[src/rtl/tugwar_pkg.sv]
package tugwar_pkg;
   // Segment codes, bit order {g,f,e,d,c,b,a}, 0 lights a segment
   localparam logic [6:0] SEG_BLANK = 7'h7F;
   localparam logic [6:0] SEG_ONE   = 7'h79;
   localparam logic [6:0] SEG_TWO   = 7'h24;

   typedef enum logic [1:0] {
      OUTCOME_OPEN  = 2'd0,
      OUTCOME_LEFT  = 2'd1,
      OUTCOME_RIGHT = 2'd2
   } outcome_e;
endpackage

[src/rtl/tugwar_press_pulse.sv]
module tugwar_press_pulse #(
   parameter int STAGES = 2
) (
   input  logic clk,
   input  logic rst,
   input  logic btn_n,
   output logic pulse
);
   localparam int LAST = STAGES - 1;

   logic [LAST:0] chain;
   logic          held_q;

   generate
      if (STAGES < 1) begin : g_bad
         $error("tugwar_press_pulse: STAGES must be at least 1");
      end
      if (STAGES == 1) begin : g_single
         always_ff @(posedge clk) begin
            if (rst) chain <= '0;
            else     chain <= ~btn_n;
         end
      end else begin : g_multi
         always_ff @(posedge clk) begin
            if (rst) chain <= '0;
            else     chain <= {chain[LAST-1:0], ~btn_n};
         end
      end
   endgenerate

   always_ff @(posedge clk) begin
      if (rst) held_q <= 1'b0;
      else     held_q <= chain[LAST];
   end

   assign pulse = chain[LAST] & ~held_q;
endmodule

[src/rtl/tugwar_cell.sv]
module tugwar_cell #(
   parameter bit CENTRE = 1'b0
) (
   input  logic clk,
   input  logic rst,
   input  logic nbr_left,
   input  logic nbr_right,
   input  logic step_left,
   input  logic step_right,
   output logic lit
);
   logic lit_next;

   always_comb begin
      lit_next = (lit & ~step_left & ~step_right)
               | (nbr_right & step_left)
               | (nbr_left & step_right);
   end

   generate
      if (CENTRE) begin : g_centre
         always_ff @(posedge clk) begin
            if (rst) lit <= 1'b1;
            else     lit <= lit_next;
         end
      end else begin : g_plain
         always_ff @(posedge clk) begin
            if (rst) lit <= 1'b0;
            else     lit <= lit_next;
         end
      end
   endgenerate
endmodule

[src/rtl/tugwar_judge.sv]
module tugwar_judge
   import tugwar_pkg::*;
(
   input  logic       clk,
   input  logic       rst,
   input  logic       end_left,
   input  logic       end_right,
   input  logic       step_left,
   input  logic       step_right,
   output logic [6:0] seg_n
);
   outcome_e outcome;

   always_ff @(posedge clk) begin
      if (rst) begin
         outcome <= OUTCOME_OPEN;
      end else if (outcome == OUTCOME_OPEN) begin
         if (end_left && step_left)        outcome <= OUTCOME_LEFT;
         else if (end_right && step_right) outcome <= OUTCOME_RIGHT;
      end
   end

   always_comb begin
      case (outcome)
         OUTCOME_LEFT:  seg_n = SEG_ONE;
         OUTCOME_RIGHT: seg_n = SEG_TWO;
         default:       seg_n = SEG_BLANK;
      endcase
   end
endmodule

[src/rtl/tugwar_top.sv]
module tugwar_top #(
   parameter int N_LAMPS     = 9,
   parameter int SYNC_STAGES = 2
) (
   input  logic               clk,
   input  logic               rst,
   input  logic               btn_left_n,
   input  logic               btn_right_n,
   output logic [N_LAMPS-1:0] lamp,
   output logic [6:0]         seg_n
);
   localparam int CENTRE_IDX = N_LAMPS / 2;

   generate
      if (N_LAMPS < 3 || (N_LAMPS % 2) == 0) begin : g_bad_lamps
         $error("tugwar_top: N_LAMPS must be odd and at least 3");
      end
   endgenerate

   logic pulse_l, pulse_r;
   logic step_l, step_r;
   logic [N_LAMPS+1:0] ring;

   tugwar_press_pulse #(.STAGES(SYNC_STAGES)) u_left_pulse (
      .clk(clk), .rst(rst), .btn_n(btn_left_n), .pulse(pulse_l)
   );
   tugwar_press_pulse #(.STAGES(SYNC_STAGES)) u_right_pulse (
      .clk(clk), .rst(rst), .btn_n(btn_right_n), .pulse(pulse_r)
   );

   // Simultaneous presses cancel
   assign step_l = pulse_l & ~pulse_r;
   assign step_r = pulse_r & ~pulse_l;

   // Lamp i sits at ring[i+1]; the ends see a permanently dark neighbour
   assign ring = {1'b0, lamp, 1'b0};

   generate
      for (genvar i = 0; i < N_LAMPS; i++) begin : g_cell
         tugwar_cell #(.CENTRE(i == CENTRE_IDX)) u_cell (
            .clk(clk), .rst(rst),
            .nbr_left(ring[i+2]), .nbr_right(ring[i]),
            .step_left(step_l), .step_right(step_r),
            .lit(lamp[i])
         );
      end
   endgenerate

   tugwar_judge u_judge (
      .clk(clk), .rst(rst),
      .end_left(lamp[N_LAMPS-1]), .end_right(lamp[0]),
      .step_left(step_l), .step_right(step_r),
      .seg_n(seg_n)
   );
endmodule

[config.mk]
export PLATFORM = sky130hd
export DESIGN_NAME = tugwar_top
export DESIGN_NICKNAME = d
export VERILOG_FILES = /design/src/rtl/tugwar_pkg.sv /design/src/rtl/tugwar_press_pulse.sv /design/src/rtl/tugwar_cell.sv /design/src/rtl/tugwar_judge.sv /design/src/rtl/tugwar_top.sv
export SDC_FILE = /design/constraint.sdc
export NUM_CORES = 1
export LEC_CHECK = 0
export BUFFER_PORTS_ARGS = -buffer_cell sky130_fd_sc_hd__buf_2
export CAP_MARGIN = 10
export CORE_MARGIN = 4
export CORE_UTILIZATION = 45
export CTS_CLUSTER_DIAMETER = 200
export DETAILED_ROUTE_END_ITERATION = 10
export PLACE_DENSITY = 0.69
export SYNTH_ARGS = -nofsm -noshare
export SYNTH_HDL_FRONTEND = slang
export SYNTH_SLANG_ARGS = --single-unit
[constraint.sdc]
create_clock -name clk -period 1.5 [get_ports clk]
set_input_delay 0.15 -clock clk [delete_from_list [all_inputs] [get_ports clk]]
set_output_delay 0.15 -clock clk [all_outputs]
set_load 0.01 [all_outputs]
==> summary.md, run 1 <==
| Metric | Value |
|---|---|
| Status | `complete, no violations` |
| Peak supply drop | `a little over 0.0005 V` |
| Gate Count Post-Synth | `90` |
| Endpoints failing hold | `0` |
| Die Outline Area | `between 2000 and 3000 sq um` |
| Routed wire length | `1.40 mm` |
| Longest Clk Path Bufs | `2` |
| Clock sink count | `17` |
| Sequential fraction of the synthesis area | `40.4%` |
| Yosys cell types | `23` |
| Number of warnings printed during yosys synthesis | `0` |
| GR Util All Layers | `12.1%` |
| Last weighted congestion value of the routability-driven placer | `approximately 0.77` |
| Number of max-cap violations | `0` |
| Finish-stage setup viols | `0` |
| CTS clk-pin slew, worst paths | `0.09 ns` |
| I/O Pins | `20` |
| Worst clock skew on the final layout | `0.00868 ns` |
| Synthesized area divided by synthesized cell count | `9.36 sq um` |
| Detailed-route wire length per cell | `11.6 um` |
| Number of input and output port buffers inserted | `18` |
| Power Total | `about 0.77 mW` |
| Total of flip-flops plus latches after synthesis | `17` |
| CTS tree | `done` |
| RSZ-0062 raised after global routing | `false` |
| Ratio of total power to cell area | `873 nW/um^2` |
| Std cell rows | `15` |
| Post-layout instance area | `880 sq um` |
| Die Span Y | `51.3 um` |
| Minimum clock period | `1.34 ns` |
| First-pass DRT Iterations | `4` |
| Clock latency on the worst-skew pair | `0.29 ns` |
| Instance area at placement | `841 sq um` |
| Core Region | `1750 sq um` |
| Filler cell count in the final layout | `around 170` |
| Pleak | `0.333 nW` |
| # diodes | `0` |
| Initial DRC count | `12` |
| Top fanout value on the critical path | `3` |
| Pin count of the biggest net entering global routing | `23` |
| Root Driver | `sky130_fd_sc_hd__clkbuf_4` |
| Number of global-route vias before repair | `537` |
| Wire length of the first global-routing pass | `2.36 mm` |
| Number of remaining DRC errors | `0` |
| Final core utilization | `50.4%` |
| Type of element capturing the critical path | `primary output` |
| Grt total ovfl | `0` |
| Startpoint types | `flip-flop` |
| Routed Antenna Nets | `0` |
| Data arrival at the endpoint of the critical path | `between 1 and 1.5 ns` |
| Sum Neg Setup Slack | `0 ns` |
| Area added between synthesis and finish | `4.46%` |
| Worst Path Class, Setup | `reg -> out` |
| Type of the tightest min-delay check | `in -> reg` |
| Worst-case hold slack | `0.0104 ns` |
| Vias post-DR | `612` |
| Inserted Clock Buffers | `3` |
| Layout cells sized above 1 | `25.0%` |
| Total half-perimeter wirelength after legalization and detailed placement | `a little over 1 mm` |
| Synthesized Nets | `slightly below 100` |
| Sequential standard cell area | `roughly 340 sq um` |
| Final nets | `104` |
| Post-synth design cell area | `842 sq um` |
| Chip Width | `51.3 um` |
| H-Tree Level Count | `1` |
| Critical path required time | `1.35 ns` |
| Area taken by multi-input logic gates | `between 300 and 400 sq um` |
| Antenna violations before repair | `0` |
| Max-slew violation total from the final report | `0` |
| Via density | `5.06` |
| Post-route fraction of the period consumed by the critical path | `89.2%` |
| Fmax achieved | `747 MHz` |
| Starting density of the core | `48.2%` |
-- stage by stage --
| step | setup slack, ns | instances |
|---|---|---|
| final | 0.161 | 121 |
| after CTS | 0.0308 | 121 |
| after global routing | 0.0699 | 121 |
| after global placement | 0.102 | 116 |
| after floorplan | 0.280 | 90 |
| after detailed placement | 0.0592 | 116 |
-- critical path: stages, from the launching register on --
cell	delay [ns]
sky130_fd_sc_hd__dfxtp_1	0.35
sky130_fd_sc_hd__inv_1	0.08
sky130_fd_sc_hd__ha_1	0.30
sky130_fd_sc_hd__inv_1	0.05
sky130_fd_sc_hd__buf_2	0.12
-- registers in the layout, indices dropped and copies added (netlist names) --
name and count:
u_right_pulse.held_q 1, u_right_pulse.chain 2, g_cell.u_cell.lit 9, u_judge.outcome 2
u_left_pulse.chain 2, u_left_pulse.held_q 1
-- routing by layer --
| metal | global-route usage (%) | share of wire (%) |
|---|---|---|
| met5 | 0 | 0 |
| met4 | 5.24 | 1.8 |
| met3 | 5.54 | 8.6 |
| met2 | 18.2 | 45 |
| met1 | 14.8 | 44 |
-- Yosys cell counts, drive strengths merged --
| master | instances | area [sq um] |
|---|---|---|
| clkbuf | 1 | 3.75 |
| dfxtp | 17 | 340 |
| o221ai | 6 | 52.6 |
| nor2 | 2 | 7.51 |
| xnor2 | 1 | 16.3 |
| nor3 | 2 | 10.0 |
| o22ai | 2 | 12.5 |
| o31ai | 2 | 15.0 |
| conb | 1 | 3.75 |
| or3 | 4 | 25.0 |
| nand2 | 4 | 15.0 |
| or4 | 4 | 30.0 |
| nor2b | 7 | 43.8 |
| nand3 | 2 | 10.0 |
| or2b | 1 | 7.51 |
| nand2b | 9 | 63.8 |
| o311a | 1 | 10.0 |
| buf | 16 | 119 |
| inv | 5 | 18.8 |
| ha | 3 | 37.5 |
-- cells in the final DEF, fill, tap and decap left out, types with 3 or more instances in the layout --
cell type                   n
sky130_fd_sc_hd__nand2_1    4
sky130_fd_sc_hd__o221ai_1   6
sky130_fd_sc_hd__nand2b_1   8
sky130_fd_sc_hd__nor2b_1    6
sky130_fd_sc_hd__or4_1      4
sky130_fd_sc_hd__dfxtp_1   17
sky130_fd_sc_hd__clkbuf_4   3
sky130_fd_sc_hd__ha_1       3
sky130_fd_sc_hd__buf_2     18
sky130_fd_sc_hd__inv_1      5
sky130_fd_sc_hd__or3_1      4
-- power by group --
| part | switching [mW] | internal, mW | leakage, nW | total [mW] |
|---|---|---|---|---|
| clock | 0.134 | 0.103 | 0.0150 | 0.237 |
| sequential | 0.00646 | 0.463 | 0.138 | 0.470 |
| combinational | 0.0342 | 0.0263 | 0.180 | 0.0606 |
-- cell families after synthesis --
group	after synthesis	synth area share, %
buffers and inverters	22	16.8
adder cells (fa/ha/maj)	3	4.46
XOR/XNOR	1	1.93
flip-flops	17	40.4
AND/OR/NAND/NOR	35	25.3
other	1	0.445
AO/OA/AOI/OAI	11	10.7
-- area by class of cell --
| type | count | share of cell area, % |
|---|---|---|
| multi-input combinational | 51 | 41.3 |
| timing repair buffer | 19 | 11.4 |
| inverter | 5 | 2.13 |
| clock buffer | 4 | 2.99 |
| sequential | 17 | 38.7 |
| tap | 25 | 3.56 |
-- repair_timing --
action / CTS / global route
hold buffers: 1 / 0
gates resized for setup: 0 / 1
endpoints found under the hold margin: 1 / 0
setup endpoints to repair: 0 / 7
setup buffers: 0 / 0
-- worst paths after layout --
path / cells past startpoint / to / startpoint / slack (ns)
worst max register to register: 3 / g_cell[4].u_cell.lit / u_left_pulse.chain[1] / 0.20
worst min-delay path: 2 / u_left_pulse.chain[0] / btn_left_n / 0.01
worst min register to register: 1 / u_right_pulse.chain[1] / u_right_pulse.chain[0] / 0.44
worst max-delay path: 4 / seg_n[1] / u_judge.outcome[0] / 0.16
(Power assumes the default switching activity.)
==> run 2, diff against run 1 <==
--- a/config.mk
+++ b/config.mk
@@ -5,6 +5,7 @@
 export SDC_FILE = /design/constraint.sdc
 export NUM_CORES = 1
 export LEC_CHECK = 0
+export ABC_AREA = 1
 export BUFFER_PORTS_ARGS = -buffer_cell sky130_fd_sc_hd__buf_2
 export CAP_MARGIN = 10
 export CORE_MARGIN = 4
==> constraint.sdc (replaced) <==
create_clock -name clk -period 1.5 [get_ports clk]
set_input_delay 0.15 -clock clk [delete_from_list [all_inputs] [get_ports clk]]
set_output_delay 0.15 -clock clk [all_outputs]
set_load 0.02 [all_outputs]
==> run 2 against run 1 <==
  * Total power grew 2.2%
  * Synthesized cell count grew 18%
  * Critical endpoint unchanged
  * Hold slack gained 0.18 ns
  * Die area shrank 0.62%
  * Routed wire length shrank 1.6%
  * Highest routed layer unchanged
==> summary.md, run 2 <==
| Metric | Value |
|---|---|
| Power Total | `0.785 mW (+2.2%)` |
| Most common flop cell mapped by yosys | `sky130_fd_sc_hd__dfxtp_1` |
| Synthesized Nets | `113 (+16%)` |
| Hold-critical path endpoint | `u_right_pulse.chain[0]` |
| Synthesized area divided by synthesized cell count | `7.88 sq um (-16%)` |
| Number of warnings printed during yosys synthesis | `0 (unchanged)` |
| Largest register by flop count | `g_cell.u_cell.lit` |
| Most frequent cells after synthesis | `sky130_fd_sc_hd__nand2_1 (20), sky130_fd_sc_hd__dfxtp_1 (17), sky130_fd_sc_hd__buf_4 (13)` |
| Ratio of total power to cell area | `882 nW/um^2 (+1.1%)` |
| Startpoint types | `flip-flop` |
| Cell type with the highest occurrence count on the critical path | `sky130_fd_sc_hd__inv_1` |
| Sequential fraction of the synthesis area | `40.7% (+0.30 points)` |
| Largest area contributor in the synthesized netlist | `sky130_fd_sc_hd__dfxtp_1` |
| Worst clock skew on the final layout | `0.00490 ns (-0.00378 ns)` |
| Pin count of the biggest net entering global routing | `16 (-30%)` |
| H-Tree Level Count | `1 (unchanged)` |
| I/O Pins | `20 (unchanged)` |
| Max-slew violation total from the final report | `0 (unchanged)` |
| Leading post-synthesis cells by cell area | `sky130_fd_sc_hd__dfxtp_1 (41%), sky130_fd_sc_hd__buf_4 (12%), sky130_fd_sc_hd__nand2_1 (9.0%)` |
| Status | `complete, no violations` |
| Routed Antenna Nets | `0 (unchanged)` |
| Die Outline Area | `2610 sq um (-0.62%)` |
| Clock latency on the worst-skew pair | `0.28 ns (about the same)` |
| Worst-case reg-to-reg path depth | `6 (+3)` |
| Yosys cell types | `21 (-8.7%)` |
| Cell depth of the worst min-delay path | `2 (unchanged)` |
| Total of flip-flops plus latches after synthesis | `17 (unchanged)` |
| Setup slack of the critical path after layout | `0.159 ns (-0.00230 ns)` |
| Area added between synthesis and finish | `6.44%` |
| Minimum clock period | `1.34 ns (+0.00231 ns)` |
| Sequential standard cell area | `340 sq um (unchanged)` |
| Highest-count cells in the layout ignoring fill and taps | `sky130_fd_sc_hd__nand2_1 (20), sky130_fd_sc_hd__buf_2 (18), sky130_fd_sc_hd__dfxtp_1 (17)` |
| Via density | `4.70 (-7.1%)` |
| Std cell rows | `15 (unchanged)` |
| Critical register-to-register path startpoint | `u_right_pulse.chain[1]` |
| Peak supply drop | `0.000583 V (+14%)` |
| Number of global-route vias before repair | `550 (+2.4%)` |
| Type of element capturing the critical path | `primary output` |
| Root Driver | `sky130_fd_sc_hd__clkbuf_4` |
| Antenna violations before repair | `0 (unchanged)` |
| Post-layout instance area | `890 sq um (+1.1%)` |
| Filler cell count in the final layout | `190 (+13%)` |
| Number of input and output port buffers inserted | `18 (unchanged)` |
| Cell Count, Final, Fillers Out | `140 (+16%)` |
| Detailed-route wire length per cell | `9.86 um (-15%)` |
| Clock sink count | `17 (unchanged)` |
| Buffers and inverters on the worst path | `3 (unchanged)` |
| GR Util All Layers | `11.8% (-0.29 points)` |
| Slowest stage cell on the critical path | `sky130_fd_sc_hd__dfxtp_1` |
| Cell total after placement | `134 (+16%)` |
| Worst Path Class, Setup | `reg -> out` |
| Data arrival at the endpoint of the critical path | `1.19 ns (about the same)` |
| Most frequent standard cell in the layout excluding fill and tap cells | `sky130_fd_sc_hd__nand2_1` |
| Number of gates resized after cts | `0 (unchanged)` |
| First-pass DRT Iterations | `4 (unchanged)` |
| Type of the tightest min-delay check | `in -> reg` |
| Critical path required time | `1.35 ns (about the same)` |
| Number of flip-flops under the largest register name | `9 (unchanged)` |
| RSZ-0062 raised after global routing | `false` |
| Delay contributed by the slowest stage of the critical path | `0.36 ns (about the same)` |
| Inserted Clock Buffers | `3 (unchanged)` |
| Vias post-DR | `658 (+7.5%)` |
| # diodes | `0 (unchanged)` |
| Finish-stage setup viols | `0 (unchanged)` |
| CTS clk-pin slew, worst paths | `0.09 ns (about the same)` |
| Longest Clk Path Bufs | `2 (unchanged)` |
| Share of the synthesized area in the top cell type | `40.7% (+0.30 points)` |
| Wire length of the first global-routing pass | `2.29 mm (-2.9%)` |
| Final nets | `123 (+18%)` |
| Starting density of the core | `47.9% (-0.36 points)` |
| Crit-path leading delay family | `flip-flops` |
| CTS tree | `done` |
| Gate Count Post-Synth | `106 (+18%)` |
| Top fanout value on the critical path | `3 (unchanged)` |
| Number of max-cap violations | `0 (unchanged)` |
| Post-placement setup slack | `0.376 ns (+0.317 ns)` |
| Die Span Y | `51.1 um (-0.31%)` |
| Pleak | `0.352 nW (+5.7%)` |
| Area taken by multi-input logic gates | `325 sq um (-10%)` |
| Last weighted congestion value of the routability-driven placer | `0.771 (+0.48%)` |
| Post-route fraction of the period consumed by the critical path | `89.4% (+0.15 points)` |
| Routed wire length | `1.38 mm (-1.6%)` |
| Hold Path Origin | `rst` |
| Core Region | `1750 sq um (unchanged)` |
| Number of synthesized flops with an enable pin | `0 (unchanged)` |
| Grt total ovfl | `0 (unchanged)` |
| Endpoints failing hold | `0 (unchanged)` |
| Number of remaining DRC errors | `0 (unchanged)` |
| Crit Reg-Reg Endpoint | `g_cell[7].u_cell.lit` |
| Number of setup buffers added after CTS | `0 (unchanged)` |
| Async set or reset register ratio after synthesis | `0% (unchanged)` |
| Hold buffers post-CTS | `0 (-1)` |
| Timing startpoint of the critical path | `u_judge.outcome[0]` |
| Total half-perimeter wirelength after legalization and detailed placement | `1.04 mm (+1.1%)` |
| Initial DRC count | `20 (+8)` |
| Instance area at placement | `843 sq um (+0.30%)` |
| Chip Width | `51.1 um (-0.31%)` |
| Most numerous cell in the Yosys netlist | `sky130_fd_sc_hd__nand2_1` |
| Internal reg-to-reg setup slack | `0.35 ns (+0.15 ns)` |
| Fmax achieved | `746 MHz (-0.17%)` |
| Layout cells sized above 1 | `27.8% (+2.8 points)` |
| Post-synth design cell area | `836 sq um (-0.74%)` |
| Ordered list of cells on the worst path | `inv_1 -> ha_1 -> inv_1 -> buf_2` |
| Sum Neg Setup Slack | `0 ns (unchanged)` |
## run 2: through the flow
stage               util, %  hold WS (ns)
finish                 51.0         0.193
global route           51.0         0.191
CTS                    49.8       0.00424
detailed placement     48.3         0.312
global placement       48.3         0.306
floorplan                 -         0.219
## run 2: area by class of cell
type | count | area share, %
Clock buffer | 4 | 2.95
Timing Repair Buffer | 20 | 12.4
Sequential cell | 17 | 38.3
Inverter | 14 | 6.33
Multi-Input combinational cell | 60 | 36.6
Tap cell | 25 | 3.52
## run 2: worst max path at each step
stage / endpoint / slack [ns] / cells past startpoint
2_1_floorplan: seg_n[3] / 0.42 / 4
3_5_place_dp: g_cell[7].u_cell.lit / 0.38 / 6
6_report: seg_n[1] / 0.16 / 4
4_1_cts: seg_n[1] / 0.15 / 4
5_1_grt: seg_n[1] / 0.06 / 4
3_3_place_gp: g_cell[2].u_cell.lit / 0.43 / 6
## run 2: routing by layer
layer | part of all wire [%] | track usage [%] | vias up
met5 | 0 | 0 | -
met4 | 1.7 | 8.07 | 0
met3 | 7.0 | 4.08 | 2
met2 | 48 | 19.5 | 24
met1 | 43 | 12.6 | 293
li1 | - | - | 339
## run 2: cells by family after synthesis
logic type	count (synthesis)	share of synthesized area, %
AND/OR/NAND/NOR	45	26.0
AO/OA/AOI/OAI	11	7.93
other	1	0.449
buffers and inverters	29	20.4
adder cells (fa/ha/maj)	3	4.49
flip-flops	17	40.7
## run 2: report_power, final
group / leakage, nW / internal [mW] / switching, mW
logic: 0.199 / 0.0261 / 0.0496
clock network: 0.0150 / 0.103 / 0.131
registers: 0.139 / 0.465 / 0.0103
==> run 3, diff against run 2 <==
--- a/config.mk
+++ b/config.mk
@@ -8,11 +8,13 @@
 export ABC_AREA = 1
 export BUFFER_PORTS_ARGS = -buffer_cell sky130_fd_sc_hd__buf_2
 export CAP_MARGIN = 10
+export CELL_PAD_IN_SITES_DETAIL_PLACEMENT = 1
+export CELL_PAD_IN_SITES_GLOBAL_PLACEMENT = 1
 export CORE_MARGIN = 4
-export CORE_UTILIZATION = 45
+export CORE_UTILIZATION = 37
 export CTS_CLUSTER_DIAMETER = 200
 export DETAILED_ROUTE_END_ITERATION = 10
-export PLACE_DENSITY = 0.69
+export PLACE_DENSITY_LB_ADDON = 0.1
 export SYNTH_ARGS = -nofsm -noshare
 export SYNTH_HDL_FRONTEND = slang
 export SYNTH_SLANG_ARGS = --single-unit
==> run 3 against run 2 <==
  * Via count rose by 2.1%
  * Critical path depth unchanged
  * Final area is 0.28% higher
  * Critical endpoint unchanged
==> summary.md, run 3 (synthesized netlist as in run 2, its figures left out) <==
| Metric | Value |
|---|---|
| Area added between synthesis and finish | `6.74%` |
| Routed Antenna Nets | `0 (unchanged)` |
| Layout cells sized above 1 | `27.8% (unchanged)` |
| H-Tree Level Count | `1 (unchanged)` |
| Chip Width | `55.5 um (+8.7%)` |
| Worst-case hold slack | `0.203 ns (+0.0100 ns)` |
| Slowest stage cell on the critical path | `sky130_fd_sc_hd__dfxtp_1` |
| CTS tree | `done` |
| Grt total ovfl | `0 (unchanged)` |
| Detailed-route wire length per cell | `11.3 um (+14%)` |
| Number of gates resized after cts | `0 (unchanged)` |
| Worst Path Class, Setup | `reg -> out` |
| Routed wire length | `1.60 mm (+16%)` |
| Finish-stage setup viols | `0 (unchanged)` |
| Filler cell count in the final layout | `276 (+45%)` |
| Most frequent standard cell in the layout excluding fill and tap cells | `sky130_fd_sc_hd__nand2_1` |
| Type of the tightest min-delay check | `in -> reg` |
| Last weighted congestion value of the routability-driven placer | `0.743 (-3.6%)` |
| Std cell rows | `16 (+1)` |
| Inserted Clock Buffers | `3 (unchanged)` |
| Max-slew violation total from the final report | `0 (unchanged)` |
| Number of max-cap violations | `0 (unchanged)` |
| Data arrival at the endpoint of the critical path | `1.22 ns (+0.03 ns)` |
| Post-route fraction of the period consumed by the critical path | `91.0% (+1.6 points)` |
| RSZ-0062 raised after global routing | `false` |
| Clock sink count | `17 (unchanged)` |
| Status | `complete, no violations` |
| Pin count of the biggest net entering global routing | `16 (unchanged)` |
| Sum Neg Setup Slack | `0 ns (unchanged)` |
| Longest Clk Path Bufs | `2 (unchanged)` |
| Die Span Y | `55.5 um (+8.7%)` |
| Final nets | `123 (unchanged)` |
| GR Util All Layers | `12.0% (+0.16 points)` |
| Number of global-route vias before repair | `685 (+25%)` |
| Type of element capturing the critical path | `primary output` |
| Cell depth of the worst min-delay path | `2 (unchanged)` |
| Internal reg-to-reg setup slack | `0.36 ns (about the same)` |
| Die Outline Area | `3080 sq um (+18%)` |
| Minimum clock period | `1.37 ns (+0.0246 ns)` |
| Ordered list of cells on the worst path | `inv_1 -> ha_1 -> inv_1 -> buf_2` |
| Delay contributed by the slowest stage of the critical path | `0.37 ns (about the same)` |
| Root Driver | `sky130_fd_sc_hd__clkbuf_4` |
| Fmax achieved | `732 MHz (-1.8%)` |
| I/O Pins | `20 (unchanged)` |
| Via density | `4.73 (+0.69%)` |
| Ratio of total power to cell area | `886 nW/um^2 (+0.48%)` |
| Pleak | `0.352 nW (unchanged)` |
| First-pass DRT Iterations | `4 (unchanged)` |
| Number of input and output port buffers inserted | `18 (unchanged)` |
| Clock latency on the worst-skew pair | `0.29 ns (about the same)` |
| Critical register-to-register path startpoint | `u_right_pulse.chain[1]` |
| Total half-perimeter wirelength after legalization and detailed placement | `1.20 mm (+16%)` |
| CTS clk-pin slew, worst paths | `0.09 ns (about the same)` |
| Antenna violations before repair | `0 (unchanged)` |
| Startpoint types | `flip-flop` |
| Top fanout value on the critical path | `3 (unchanged)` |
| Number of flip-flops under the largest register name | `9 (unchanged)` |
| Wire length of the first global-routing pass | `2.96 mm (+29%)` |
| Vias post-DR | `672 (+2.1%)` |
| Crit Reg-Reg Endpoint | `g_cell[7].u_cell.lit` |
| Critical path required time | `1.35 ns (about the same)` |
| Cell type with the highest occurrence count on the critical path | `sky130_fd_sc_hd__inv_1` |
| Worst clock skew on the final layout | `0.00521 ns (+0.000311 ns)` |
| Initial DRC count | `7 (-65%)` |
| Worst-case reg-to-reg path depth | `6 (unchanged)` |
| Starting density of the core | `40.5% (-7.4 points)` |
| Endpoints failing hold | `0 (unchanged)` |
| Hold-critical path endpoint | `u_right_pulse.chain[0]` |
| # diodes | `0 (unchanged)` |
| Peak supply drop | `0.000498 V (-14%)` |
| Hold Path Origin | `rst` |
| Number of remaining DRC errors | `0 (unchanged)` |
| Highest-count cells in the layout ignoring fill and taps | `sky130_fd_sc_hd__nand2_1 (20), sky130_fd_sc_hd__buf_2 (18), sky130_fd_sc_hd__dfxtp_1 (17)` |
| Largest register by flop count | `g_cell.u_cell.lit` |
| Core Region | `2060 sq um (+18%)` |
==> run 3: stage by stage <==
stage                     util (%)  total power [mW]  instances  worst slack [ns]  cell area, sq um
after global routing          43.3             0.833        142            0.0579               892
after detailed placement      41.0             0.560        136             0.378               846
after CTS                     43.3             0.811        142             0.103               892
after global placement        41.0             0.559        136             0.391               846
after floorplan                  -             0.551        106             0.416               836
final                         43.3             0.791        142             0.135               892
==> run 3: area by class of cell <==
| class | instances | area [sq um] | area share [%] |
|---|---|---|---|
| Sequential cell | 17 | 340 | 38.1 |
| Multi-Input combinational cell | 60 | 325 | 36.5 |
| Clock buffer | 4 | 26.3 | 2.95 |
| Timing Repair Buffer | 20 | 110 | 12.3 |
| Tap cell | 27 | 33.8 | 3.79 |
| Inverter | 14 | 56.3 | 6.31 |
==> run 3: metal layers <==
layer	track usage, %	share of wire [%]	up-vias
li1	-	-	338
met1	14.2	46	315
met2	19.4	48	15
met3	2.80	4.6	4
met4	7.29	2.1	0
met5	0	0	-
==> run 3: worst max-delay path: cells and delay by family, from the launching register on <==
family                   cells  cell delay (ns)
adder cells (fa/ha/maj)      1             0.29
buffers and inverters        3             0.27
flip-flops                   1             0.37
==> run 3: worst max path at each step <==
stage               slack, ns  cells after the start                   end                    from
floorplan                0.42                      4              seg_n[3]      u_judge.outcome[0]
global placement         0.39                      6  g_cell[7].u_cell.lit  u_right_pulse.chain[1]
detailed placement       0.38                      6  g_cell[7].u_cell.lit  u_right_pulse.chain[1]
CTS                      0.10                      4              seg_n[1]      u_judge.outcome[0]
global route             0.06                      4              seg_n[1]      u_judge.outcome[0]
finish                   0.13                      4              seg_n[1]      u_judge.outcome[0]
==> run 3: where the power goes <==
part	switching, mW	total (mW)	internal (mW)
sequential	0.0101	0.475	0.465
combinational	0.0507	0.0769	0.0262
clock	0.136	0.239	0.103
total	0.196	0.791	0.594
==> run 3: repair_timing <==
| action | 4_1_cts | 5_1_grt |
|---|---|---|
| buffers inserted | 0 | 0 |
| hold buffers | 2 | 0 |
| endpoints found under the setup margin | 0 | 0 |
| hold endpoints to repair | 2 | 0 |
